`config.mk`:
```
export PLATFORM = sky130hd
export DESIGN_NAME = dbg_pipe_inject
export DESIGN_NICKNAME = d
export VERILOG_FILES = /design/src/rtl/pipe_inj_pkg.sv /design/src/rtl/pipe_inj_pacer.sv /design/src/rtl/pipe_inj_capture.sv /design/src/rtl/pipe_inj_satcnt.sv /design/src/rtl/dbg_pipe_inject.sv
export SDC_FILE = /design/constraint.sdc
export NUM_CORES = 1
export LEC_CHECK = 0
export BUFFER_PORTS_ARGS = -buffer_cell sky130_fd_sc_hd__buf_2
export CAP_MARGIN = 20
export CORE_MARGIN = 3
export CORE_UTILIZATION = 52
export DETAILED_ROUTE_END_ITERATION = 10
export GPL_TIMING_DRIVEN = 0
export PLACE_DENSITY_LB_ADDON = 0.12
export SETUP_SLACK_MARGIN = 0.5
export SYNTH_ARGS = -nofsm -noshare
export SYNTH_HDL_FRONTEND = slang
export SYNTH_SLANG_ARGS = --single-unit
export TNS_END_PERCENT = 100
```
`constraint.sdc`:
```
create_clock -name clk -period 2.4 [get_ports clk]
set_input_delay 0.48 -clock clk [delete_from_list [all_inputs] [get_ports clk]]
set_output_delay 0.48 -clock clk [all_outputs]
set_load 0.01 [all_outputs]
```
`src/rtl/pipe_inj_pkg.sv`:
```
package pipe_inj_pkg;
  localparam int WORD_W  = 32;
  localparam int IR_W    = 4;
  localparam int SEQ_LEN = 64;
  localparam int SEQ_W   = $clog2(SEQ_LEN);

  localparam logic [IR_W-1:0] IR_CHAIN_SEL = 4'b0010;
  localparam logic [IR_W-1:0] IR_INT_TEST  = 4'b1100;
  localparam logic [IR_W-1:0] CHAIN_NUM    = 4'b0001;

  // positions of the TCK pulses within one injection
  localparam int P_IR_A   = 4;
  localparam int P_CHAIN  = 12;
  localparam int P_IR_B   = 21;
  localparam int P_FLAG   = 29;
  localparam int P_W_FIRST = 30;
  localparam int P_W_LAST = P_W_FIRST + WORD_W - 1;
  localparam int P_END    = SEQ_LEN - 1;

  typedef struct packed {
    logic tms;
    logic tdi;
  } pin_pair_t;

  function automatic logic in_word(input logic [SEQ_W-1:0] k);
    return (int'(k) >= P_W_FIRST) && (int'(k) <= P_W_LAST);
  endfunction

  // TMS/TDI for TCK pulse k of the injection sequence
  function automatic pin_pair_t step_pins(input logic [SEQ_W-1:0] k,
                                          input logic flg,
                                          input logic [WORD_W-1:0] w);
    pin_pair_t p;
    int i;
    i = int'(k);
    p = '0;
    if (i < P_IR_A) begin
      p.tms = (i < 2);                         // to Shift-IR
    end else if (i < P_IR_A + IR_W) begin
      p.tdi = IR_CHAIN_SEL[i - P_IR_A];
      p.tms = (i == P_IR_A + IR_W - 1);
    end else if (i < P_CHAIN) begin
      p.tms = (i < P_CHAIN - 2);               // Update-IR, Select-DR, to Shift-DR
    end else if (i < P_CHAIN + IR_W) begin
      p.tdi = CHAIN_NUM[i - P_CHAIN];
      p.tms = (i == P_CHAIN + IR_W - 1);
    end else if (i < P_IR_B) begin
      p.tms = (i < P_IR_B - 2);                // Update-DR, Select-DR, Select-IR, to Shift-IR
    end else if (i < P_IR_B + IR_W) begin
      p.tdi = IR_INT_TEST[i - P_IR_B];
      p.tms = (i == P_IR_B + IR_W - 1);
    end else if (i < P_FLAG) begin
      p.tms = (i < P_FLAG - 2);
    end else if (i == P_FLAG) begin
      p.tdi = flg;
    end else if (i <= P_W_LAST) begin
      p.tdi = w[P_W_LAST - i];
      p.tms = (i == P_W_LAST);
    end else begin
      p.tms = (i != P_END);                    // Update-DR then Run-Test/Idle
    end
    return p;
  endfunction
endpackage

```
`src/rtl/pipe_inj_pacer.sv`:
```
module pipe_inj_pacer
  import pipe_inj_pkg::*;
(
  input  logic             clk,
  input  logic             rst_n,
  input  logic             start,
  output logic             busy,
  output logic             tck,
  output logic [SEQ_W-1:0] idx,
  output logic             fire,
  output logic             fin
);
  logic last_step;

  assign last_step = (int'(idx) == P_END);
  assign fire      = busy & tck;
  assign fin       = fire & last_step;

  always_ff @(posedge clk or negedge rst_n) begin
    if (!rst_n) begin
      busy <= 1'b0;
      tck  <= 1'b0;
      idx  <= '0;
    end else if (start) begin
      busy <= 1'b1;
      tck  <= 1'b0;
      idx  <= '0;
    end else if (busy) begin
      if (!tck) begin
        tck <= 1'b1;
      end else begin
        tck <= 1'b0;
        if (last_step) busy <= 1'b0;
        else           idx  <= idx + 1'b1;
      end
    end
  end
endmodule

```
`src/rtl/pipe_inj_capture.sv`:
```
module pipe_inj_capture
  import pipe_inj_pkg::*;
(
  input  logic              clk,
  input  logic              rst_n,
  input  logic              fire,
  input  logic [SEQ_W-1:0]  idx,
  input  logic              tdo,
  output logic [WORD_W-1:0] cap
);
  always_ff @(posedge clk or negedge rst_n) begin
    if (!rst_n)                   cap <= '0;
    else if (fire && in_word(idx)) cap <= {cap[WORD_W-2:0], tdo};
  end
endmodule

```
`src/rtl/pipe_inj_satcnt.sv`:
```
module pipe_inj_satcnt #(
  parameter int CNT_W = 16
) (
  input  logic             clk,
  input  logic             rst_n,
  input  logic             inc,
  input  logic             clr,
  output logic [CNT_W-1:0] cnt
);
  localparam logic [CNT_W-1:0] TOP = '1;

  always_ff @(posedge clk or negedge rst_n) begin
    if (!rst_n)                 cnt <= '0;
    else if (clr)               cnt <= '0;
    else if (inc && cnt != TOP) cnt <= cnt + 1'b1;
  end
endmodule

```
`src/rtl/dbg_pipe_inject.sv`:
```
module dbg_pipe_inject
  import pipe_inj_pkg::*;
#(
  parameter int CNT_W = 16
) (
  input  logic              clk,
  input  logic              rst_n,
  input  logic              req_i,
  input  logic [WORD_W-1:0] word_i,
  input  logic              sysspd_i,
  input  logic              cnt_clr_i,
  output logic              busy_o,
  output logic              done_o,
  output logic [WORD_W-1:0] rdata_o,
  output logic [CNT_W-1:0]  cnt_sys_o,
  output logic [CNT_W-1:0]  cnt_dbg_o,
  output logic              tck_o,
  output logic              tms_o,
  output logic              tdi_o,
  input  logic              tdo_i
);
  logic              start_evt;
  logic              fire_evt;
  logic              fin_evt;
  logic              busy;
  logic [SEQ_W-1:0]  idx;
  logic [WORD_W-1:0] word_q;
  logic              flag_q;
  logic [WORD_W-1:0] cap;
  pin_pair_t         pins;
  logic [1:0][CNT_W-1:0] cnt_arr;

  assign start_evt = req_i & ~busy;

  pipe_inj_pacer u_pacer (
    .clk(clk), .rst_n(rst_n), .start(start_evt), .busy(busy),
    .tck(tck_o), .idx(idx), .fire(fire_evt), .fin(fin_evt)
  );

  pipe_inj_capture u_cap (
    .clk(clk), .rst_n(rst_n), .fire(fire_evt), .idx(idx),
    .tdo(tdo_i), .cap(cap)
  );

  always_ff @(posedge clk or negedge rst_n) begin
    if (!rst_n) begin
      word_q  <= '0;
      flag_q  <= 1'b0;
      done_o  <= 1'b0;
      rdata_o <= '0;
    end else begin
      if (start_evt) begin
        word_q <= word_i;
        flag_q <= sysspd_i;
      end
      done_o <= fin_evt;
      if (fin_evt) rdata_o <= cap;
    end
  end

  always_comb pins = step_pins(idx, flag_q, word_q);

  assign tms_o  = busy & pins.tms;
  assign tdi_o  = busy & pins.tdi;
  assign busy_o = busy;

  // index 0 counts debug-speed words, index 1 system-speed words
  for (genvar g = 0; g < 2; g++) begin : g_cnt
    pipe_inj_satcnt #(.CNT_W(CNT_W)) u_cnt (
      .clk(clk), .rst_n(rst_n),
      .inc(fin_evt & (flag_q == g[0])),
      .clr(cnt_clr_i), .cnt(cnt_arr[g])
    );
  end

  assign cnt_dbg_o = cnt_arr[0];
  assign cnt_sys_o = cnt_arr[1];
endmodule

```
# [After elaboration in Yosys (flattened, before gate mapping)]
# Cells that the tools add are included.
[classes] addsub=7 n_lt_le_gt_ge=17 eq_ne=10 n_mux=42 n_bitwise=9 n_reduce_logical=9
[op_table] cell="16-bit two-way mux" n=4
[op_table] cell="6-bit by 5-bit less-than comparator with 1-bit output, second input constant" n=6
[op_table] cell="16-bit by 1-bit adder with 16-bit output, second input constant" n=2
[op_table] cell="16-bit inequality test, second input constant" n=2
[op_table] cell="1-bit two-way mux" n=27
[op_table] cell="6-bit two-way mux" n=4
[op_table] cell="7-bit by 4-bit less-than comparator with 1-bit output, second input constant" n=3
[op_table] cell="6-bit by 4-bit less-than comparator with 1-bit output, second input constant" n=3
[op_table] cell="6-bit == test, second input constant" n=2
[op_table] cell="2-bit nonzero test" n=4
[op_table] cell="1-bit AND" n=7
[op_table] cell="7-bit less-than comparator, second input constant" n=1
[op_table] cell="6-bit by 3-bit subtractor with 7-bit output, second input constant" n=1
[op_table] cell="6-bit by 4-bit subtractor with 7-bit output, second input constant" n=1
[op_table] cell="6-bit by 5-bit subtractor with 7-bit output, second input constant" n=1
[op_table] cell="6-bit by 6-bit subtractor with 7-bit output, first input constant" n=1
[op_table] cell="6-bit by 1-bit adder with 6-bit output, second input constant" n=1
[op_table] cell="1-bit binary-select mux with 2-bit select" n=3
[op_table] cell="6-bit by 1-bit == test with 1-bit output, second input constant" n=1
[op_table] cell="6-bit by 3-bit == test with 1-bit output, second input constant" n=1
[op_table] cell="6-bit by 4-bit == test with 1-bit output, second input constant" n=1
[op_table] cell="6-bit by 5-bit == test with 1-bit output, second input constant" n=1
[op_table] cell="6-bit by 5-bit greater-or-equal comparator with 1-bit output, second input constant" n=1
[op_table] cell="6-bit less-or-equal comparator, second input constant" n=1
[op_table] cell="9 further kinds" n=15
[word_totals] reg_bits=138 input_bits=38 output_inout_bits=69 word_cells=104

# [Logic depth before layout (Yosys ltp)]
# Gate-level depths: netlist of the first run.
[depth] ltp_word=14 mapped_depth=8

# [Hierarchy]
# From an unflattened synthesis of the first run, not the netlist that was laid out.
[hier_totals] hier_cells=514 hier_area_um2=6603.8
[by_module_without_submodules] module="dbg_pipe_inject" n_inst=1 cells_each=205 area_each_um2=3059.2 seq_area_each_um2=1651.6
[by_module_without_submodules] module="pipe_inj_satcnt" n_inst=2 cells_each=98 area_each_um2=942.2 seq_area_each_um2=400.4
[by_module_without_submodules] module="pipe_inj_capture" n_inst=1 cells_each=71 area_each_um2=1239.9 seq_area_each_um2=800.8
[by_module_without_submodules] module="pipe_inj_pacer" n_inst=1 cells_each=42 area_each_um2=420.4 seq_area_each_um2=200.2

# [Least setup slack after synthesis of the first run]
# Ideal clock, no wire load.
[synth_path] kind="register to output" from="register u_pacer.idx[2]" to="output port tdi_o" arrival_time_ns=1.768 required_ns=1.920 slack_ns=0.152 stages_incl_launch_ff=7 path_buffers=1 path_cell_list="dfrtp_1 > clkbuf_1 > nand3_1 > xor2_1 > mux2i_1 > o32a_1 > a32oi_1"
[synth_between] elab_chain_len=14
[synth_rtl] element="from (decl)" line="pipe_inj_pacer.sv:9" source="output logic [SEQ_W-1:0] idx,"
[synth_rtl] element="from (signal assigned)" line="pipe_inj_pacer.sv:34" source="else idx <= idx + 1'b1;"
[synth_rtl] element="6-bit by 6-bit subtractor with 7-bit output" line="pipe_inj_pkg.sv:57" source="p.tdi = w[P_W_LAST - i];"
[synth_rtl] element="1-bit binary-select mux with 5-bit select" line="pipe_inj_pkg.sv:57"
[synth_rtl] element="1-bit two-way mux (implied by the code) (2 in series)" line="pipe_inj_pkg.sv:57"
[synth_rtl] element="1-bit two-way mux" line="pipe_inj_pkg.sv:56" source="end else if (i <= P_W_LAST) begin"
[synth_rtl] element="1-bit two-way mux" line="pipe_inj_pkg.sv:54" source="end else if (i == P_FLAG) begin"
[synth_rtl] element="1-bit two-way mux" line="pipe_inj_pkg.sv:52" source="end else if (i < P_FLAG) begin"
[synth_rtl] element="2-bit two-way mux" line="pipe_inj_pkg.sv:49" source="end else if (i < P_IR_B + IR_W) begin"
[synth_rtl] element="1-bit two-way mux" line="pipe_inj_pkg.sv:47" source="end else if (i < P_IR_B) begin"
[synth_rtl] element="2-bit two-way mux" line="pipe_inj_pkg.sv:44" source="end else if (i < P_CHAIN + IR_W) begin"
[synth_rtl] element="1-bit two-way mux" line="pipe_inj_pkg.sv:42" source="end else if (i < P_CHAIN) begin"
[synth_rtl] element="2-bit two-way mux" line="pipe_inj_pkg.sv:39" source="end else if (i < P_IR_A + IR_W) begin"
[synth_rtl] element="1-bit two-way mux (*)" line="pipe_inj_pkg.sv:37" source="if (i < P_IR_A) begin"
[synth_rtl] element="1-bit AND (*)" line="dbg_pipe_inject.sv:64" source="assign tdi_o = busy & pins.tdi;"
[synth_rtl] element="to (decl)" line="dbg_pipe_inject.sv:19" source="output logic tdi_o,"
# Mark *: on every way between the ends. The rest lies on a longest branch, timed or not. The select of a mux whose other input is x is not followed.

# [Final worst setup path of the first run]
[layout_path] from="register u_pacer.idx[0]" to="output port tdi_o"
# The elaborated chain is that of the path after synthesis.

==> results.yml, run 1 <==
sta:
  worst_pin_slew_ns: 0.614
  relSlewSlack_pct: 59.1
  max_freq_mhz: 381
  timing.final.crit_share_pct: 109
  slew_violations: 0
  fin_ws_ns: -0.222
  hold_viol: 0
  rsz0062_at_grt: "yes"
  fin_hold_ws_ns: 0.0412
  finClkSkew_ns: 0.00749
  setup-violations-final: 2
  period_needed_ns: 2.62
place:
  dp.cells: 753
  post-dp-hpwl_mm: 9.64
  place_area_um2: 7210
  place.port_buffers: 106
  gp_congestion: 0.856
clock_tree:
  clkTransAtPathRegs_ns: 0.06
  cts-htree-levels: 4
  cts_buffers: 17
  clk_latency_ns: 0.42
  cts_root_buf: "clkbuf_16"
  clock_sinks: 138
  cts_tree: "done"
  clockBufferDepth: 2
final_layout:
  utilization_pct: 70.7
  area_growth_syn_to_layout_pct: 29.4
  design_area_um2: 8280
  fin_cells: 810
  nNetsFinal: 702
  drive_gt1_share_pct: 50.4
  antennaDiodeCount: 0
yosys:
  synth_top_family_by_area: "multiplexers"
  synth_most_common_cell: "dfrtp_1"
  synth_edf_count: 0
  synth.distinct_cells: 59
  yosys_warnings: 0
  synth_top_area_share_pct: 54.0
  synthAdderAreaFrac_pct: 1.76
  synthFlopType: "dfrtp_1"
  synthTopCellsByArea: "dfrtp_1 54%, mux2_2 17%, mux4_2 2.8%"
  synth_xor_area_share_pct: 2.74
  ys_top_cells_by_count: "138 x dfrtp_1, 98 x mux2_2, 29 x nor2_1, 24 x a21oi_1, 17 x nand2_1"
  syn_nets: 550
  synth-compound-area-share_pct: 7.22
  synth_area_um2: 6400
  ys_seq_area_share_pct: 54.0
  ys_ff_latch: 138
  synthArstFlopShare_pct: 100
  synth-simple-area-share_pct: 10.8
  yosysTopAreaCell: "dfrtp_1"
  synthMuxAreaShare_pct: 21.2
  postSynthAreaPerCell_um2: 12.7
  synthCells: 503
drt:
  drt_first_iter_violations: 223
  via_per_inst: 5.69
  routed_wl_mm: 14.4
  drc: 0
  avgRoutedWirePerCell_um: 17.8
  postRouteAntennaNets: 0
  vias: 4611
  dr.pass1.iters: 4
worst_setup_path:
  cp.required_ns: 1.92
  cpPeakStageDelay_ns: 0.52
  cp-end-kind: "output pin"
  cp.arrival_ns: 2.14
  criticalPathCategory: "reg2out"
  path_max_fanout: 8
  cp_slowest_cell: "mux4_2"
  crit_chain: "buf_12, mux4_2, mux2_4, nand3b_1, a32oi_2, buf_2"
  startpoint_type: "flop"
grt:
  antenna_found_initial: 0
  first_global_vias: 4777
  grt_pass1_wl_mm: 23.4
  grt_max_degree: 75
  gr-total-overflow: 0
  gr-usage-all-layers_pct: 22.2
floorplanning:
  die_y_um: 117
  start_util_pct: 54.6
  placeableCoreArea_um2: 11700
  ios: 107
  rows: 39
  die-area_um2: 13700
  die_w_um: 117
power:
  ir_drop_mv: 0.589
  p_total_w: 0.00846
  p_leak_nw: 3.90
  powerDensity_nw_per_um2: 1020
flow_run:
  cap_violations: 0
run_status:
  violations: "negative setup slack"
  outcome: "complete, but fails checks"
worst_hold_path:
  hold_class: "in2async"
## layout by cell type (no fill, tap or decap), drive strengths merged, types with 6 or more instances in the layout
master and n:
mux2 100, and2 7, o31ai 7, clkinv 7, nand3 14, nand4 12
a21oi 24, clkbuf 31, or3 6, o21ai 11, or4 8, dfrtp 138
nand2 18, buf 144, ha 9, inv 11, and3 7, xor2 12
nor2 29, mux4 8, xnor2 8
## cells by family (layout without fill, tap and decap cells)
logic type | Yosys count | in the layout
mux | 113 | 113
flops | 138 | 138
buf+inv | 33 | 197
xor+xnor | 20 | 20
compound gates | 67 | 67
fa+ha+maj | 9 | 9
simple gates | 123 | 123
## critical path, delay by kind of cell, from the launching register on
family          cells  cell delay, ns
compound gates      1            0.10
buf+inv             2            0.31
mux                 2            0.80
flops               1            0.40
simple gates        1            0.11
## routing by layer
layer  share of wire (%)  global-route usage (%)  vias to the layer above
li1                    -                       -                     2162
met3                 4.9                    6.79                       16
met5                   0                       0                        -
met1                  42                    27.7                     2316
met2                  51                    37.3                      117
met4                 1.2                    7.11                        0
## report_power, final
| part | leakage, nW | internal [W] | switching (W) |
|---|---|---|---|
| Clock | 0.273 | 0.00152 | 0.000978 |
| Combinational | 1.80 | 0.00155 | 0.00127 |
| Sequential | 1.83 | 0.00280 | 0.000344 |
## final timing paths
check | startpoint | to | slack (ns) | cells after the start
max in group asynchronous | rst_n | u_pacer.busy | 1.58 | 2
max reg2reg | u_pacer.idx[1] | g_cnt[1].u_cnt.cnt[12] | 0.19 | 10
min in group clk | cnt_clr_i | g_cnt[0].u_cnt.cnt[15] | 0.28 | 2
min | rst_n | word_q[13] | 0.04 | 1
min reg2reg | u_cap.cap[31] | u_cap.cap[31] | 0.49 | 1
max | u_pacer.idx[0] | tdi_o | -0.22 | 6
## flip-flops by register name, indices dropped and copies added (netlist names)
name             flops
rdata_o             32
u_pacer.tck          1
u_pacer.busy         1
u_pacer.idx          6
u_cap.cap           32
done_o               1
g_cnt.u_cnt.cnt     32
word_q              32
flag_q               1
## per-stage QoR
step | setup TNS, ns | worst slack (ns)
6_report | -0.425 | -0.222
5_1_grt | -0.587 | -0.308
4_1_cts | -0.423 | -0.221
3_5_place_dp | 0 | 0.0237
3_3_place_gp | -133.04 | -1.20
2_1_floorplan | 0 | 0.375
## repair_timing
action	CTS	global route
pin swaps	8	12
setup endpoints to repair	94	94
gates resized for setup	55	22
hold buffers	0	0
setup buffers	20	6
## cell type report
class                           count  area [um^2]
Buffer                             23          216
Clock buffer                       19          433
Clock inverter                     12          126
Fill cell                         839         3430
Inverter                           10         37.5
Multi-Input combinational cell    332         3040
Sequential cell                   138         3460
Tap cell                          143          179
Timing Repair Buffer              133          786
Note: power is estimated with default switching activity, not from simulation.
==> run 2, diff against run 1 <==
--- a/config.mk
+++ b/config.mk
@@ -7,8 +7,10 @@
 export LEC_CHECK = 0
 export BUFFER_PORTS_ARGS = -buffer_cell sky130_fd_sc_hd__buf_2
 export CAP_MARGIN = 20
+export CELL_PAD_IN_SITES_DETAIL_PLACEMENT = 0
+export CELL_PAD_IN_SITES_GLOBAL_PLACEMENT = 1
 export CORE_MARGIN = 3
-export CORE_UTILIZATION = 52
+export CORE_UTILIZATION = 45
 export DETAILED_ROUTE_END_ITERATION = 10
 export GPL_TIMING_DRIVEN = 0
 export PLACE_DENSITY_LB_ADDON = 0.12
==> run 2 against run 1 <==
Effect of this change:
- the run still ends with negative setup slack left
- critical path depth unchanged
- via count up 0.80%
- power up 3.7%
- register-to-register slack worse by 0.27 ns
- clock power down 4%
- non-clock buffer count up 13
- maximum frequency up 0.76%
- sequential power up 1%
- core utilization down 5.7 points
- sequential cell count unchanged
- count of clock-buffer cells in the layout unchanged
- cell count up 5.6%
- largest power group is now combinational logic
- highest routed layer unchanged
==> results.yml, run 2 (synthesis results as in run 1) <==
final_layout:
  final_common_cell: "dfrtp_1"
  antennaDiodeCount: 0
  fin_cells: 855
  nNetsFinal: 715
  final_cell_mix: "132 x dfrtp_1, 106 x buf_2, 68 x mux2_2"
  drive_gt1_share_pct: 53.5
  area_growth_syn_to_layout_pct: 37.8
  utilization_pct: 65.0
clock_tree:
  clkTransAtPathRegs_ns: 0.06
  clk_latency_ns: 0.41
  cts_buffers: 17
  clock_sinks: 138
  clockBufferDepth: 2
  cts-htree-levels: 4
  cts_tree: "done"
  cts_root_buf: "clkbuf_16"
  cts_hold_buf: 0
floorplanning:
  ios: 107
  placeableCoreArea_um2: 13600
  start_util_pct: 47.2
  rows: 42
  die_y_um: 125
  die-area_um2: 15700
  die_w_um: 125
grt:
  gr-usage-all-layers_pct: 19.9
  grt_pass1_wl_mm: 25.3
  antenna_found_initial: 0
  grt_max_degree: 79
  gr-total-overflow: 0
  first_global_vias: 4881
sta:
  timing.final.crit_share_pct: 108
  slew_violations: 0
  hold_viol: 0
  period_needed_ns: 2.60
  setup-violations-final: 32
  rsz0062_at_grt: "yes"
  fin_hold_ws_ns: 0.0375
  worst_pin_slew_ns: 0.671
  max_freq_mhz: 384
  finClkSkew_ns: 0.00841
  tns_ns: -2.30
  relSlewSlack_pct: 55.3
  fin_ws_ns: -0.202
power:
  ir_drop_mv: 0.627
  p_leak_nw: 4.06
  p_clk_share_pct: 27.3
  p_int_w: 0.00607
  pwr-share-seq_pct: 36.2
  p_total_w: 0.00877
  switchingPower_w: 0.00270
  combPwrFrac_pct: 36.5
  powerDensity_nw_per_um2: 995
  p_sw_share_pct: 30.8
flow_run:
  cap_violations: 0
worst_setup_path:
  rr_startpoint: "u_pacer.idx[2]"
  path_max_fanout: 9
  reg2reg_to: "u_cap.cap[23]"
  startpoint_type: "flop"
  cp-end-kind: "output pin"
  reg2reg_depth: 12
  reg2reg_setup_slack_ns: -0.08
  cp.arrival_ns: 2.12
  criticalPathCategory: "reg2out"
  cp.required_ns: 1.92
drt:
  avgRoutedWirePerCell_um: 17.6
  drc: 0
  drt_first_iter_violations: 250
  via_per_inst: 5.44
  dr.pass1.iters: 4
  postRouteAntennaNets: 0
  vias: 4648
  routed_wl_mm: 15.0
place:
  dp.cells: 786
  post-dp-hpwl_mm: 9.72
  gp_congestion: 0.797
  place.port_buffers: 106
worst_hold_path:
  hold_class: "in2async"
run_status:
  violations: "negative setup slack"
  outcome: "complete, but fails checks"
run 2: cell types whose count changed in the layout (fill, tap and decap cells not counted), moves of 3 or more:
cell | before | now
clkbuf_16 | 17 | 21
buf_16 | 1 | 4
buf_6 | 7 | 17
buf_4 | 25 | 21
a21oi_2 | 2 | 7
ha_2 | 3 | 0
ha_4 | 1 | 4
a21oi_1 | 22 | 17
mux2_2 | 97 | 68
o31ai_1 | 4 | 1
mux2_4 | 1 | 32
run 2: timing repair:
item,in CTS,in global routing
gates cloned,5,0
resized for setup,120,35
buffers inserted,29,5
setup endpoints to repair,100,106
pin swaps,31,21
run 2: power groups by stage:
stage / Sequential (W) / Combinational [W] / Clock (W)
after floorplan: 0.00309 / 0.00174 / 0
after global placement: 0.00316 / 0.00223 / 0
after detailed placement: 0.00319 / 0.00226 / 0
after CTS: 0.00316 / 0.00306 / 0.00244
after global routing: 0.00324 / 0.00346 / 0.00255
final: 0.00318 / 0.00320 / 0.00239
run 2: layout make-up:
cell class / instances / area [um^2]
Tap cell: 176 / 220
Multi-Input combinational cell: 332 / 3290
Clock inverter: 11 / 101
Fill cell: 1055 / 4740
Inverter: 10 / 40.0
Timing Repair Buffer: 146 / 988
Buffer: 23 / 274
Sequential cell: 138 / 3460
Clock buffer: 19 / 443
run 2: how the worst max path moves through the flow:
| stage | from | endpoint | slack, ns | cells after the start |
|---|---|---|---|---|
| CTS | u_pacer.idx[2] | tms_o | -0.22 | 7 |
| finish | u_pacer.idx[0] | tdi_o | -0.20 | 6 |
| floorplan | u_pacer.idx[0] | tdi_o | 0.37 | 5 |
| global route | u_pacer.idx[1] | tms_o | -0.29 | 8 |
| global placement | rst_n | u_pacer.idx[2] | -1.28 | 1 |
| detailed placement | u_pacer.idx[1] | tms_o | 0.003 | 8 |
run 2: worst max-delay path, stage by stage (launching register included):
cell and delay (ns):
dfrtp_2 0.41, buf_12 0.16, mux4_2 0.52, mux2_2 0.28
nand3b_1 0.09, a32oi_2 0.10, buf_2 0.16
run 2: through the flow:
| step | instance area [um^2] | setup WS [ns] |
|---|---|---|
| after floorplan | 6470 | 0.375 |
| after global placement | 7220 | -1.28 |
| after detailed placement | 7250 | 0.00288 |
| after CTS | 8650 | -0.218 |
| after global routing | 8820 | -0.287 |
| final | 8820 | -0.202 |
run 2: per-layer routing:
metal  share of wire (%)  vias to the layer above  global-route usage, %
li1                    -                     2174                      -
met1                  43                     2362                   26.2
met2                  51                      101                   32.9
met3                 5.2                       11                   5.88
met4                0.68                        0                   4.72
met5                   0                        -                      0
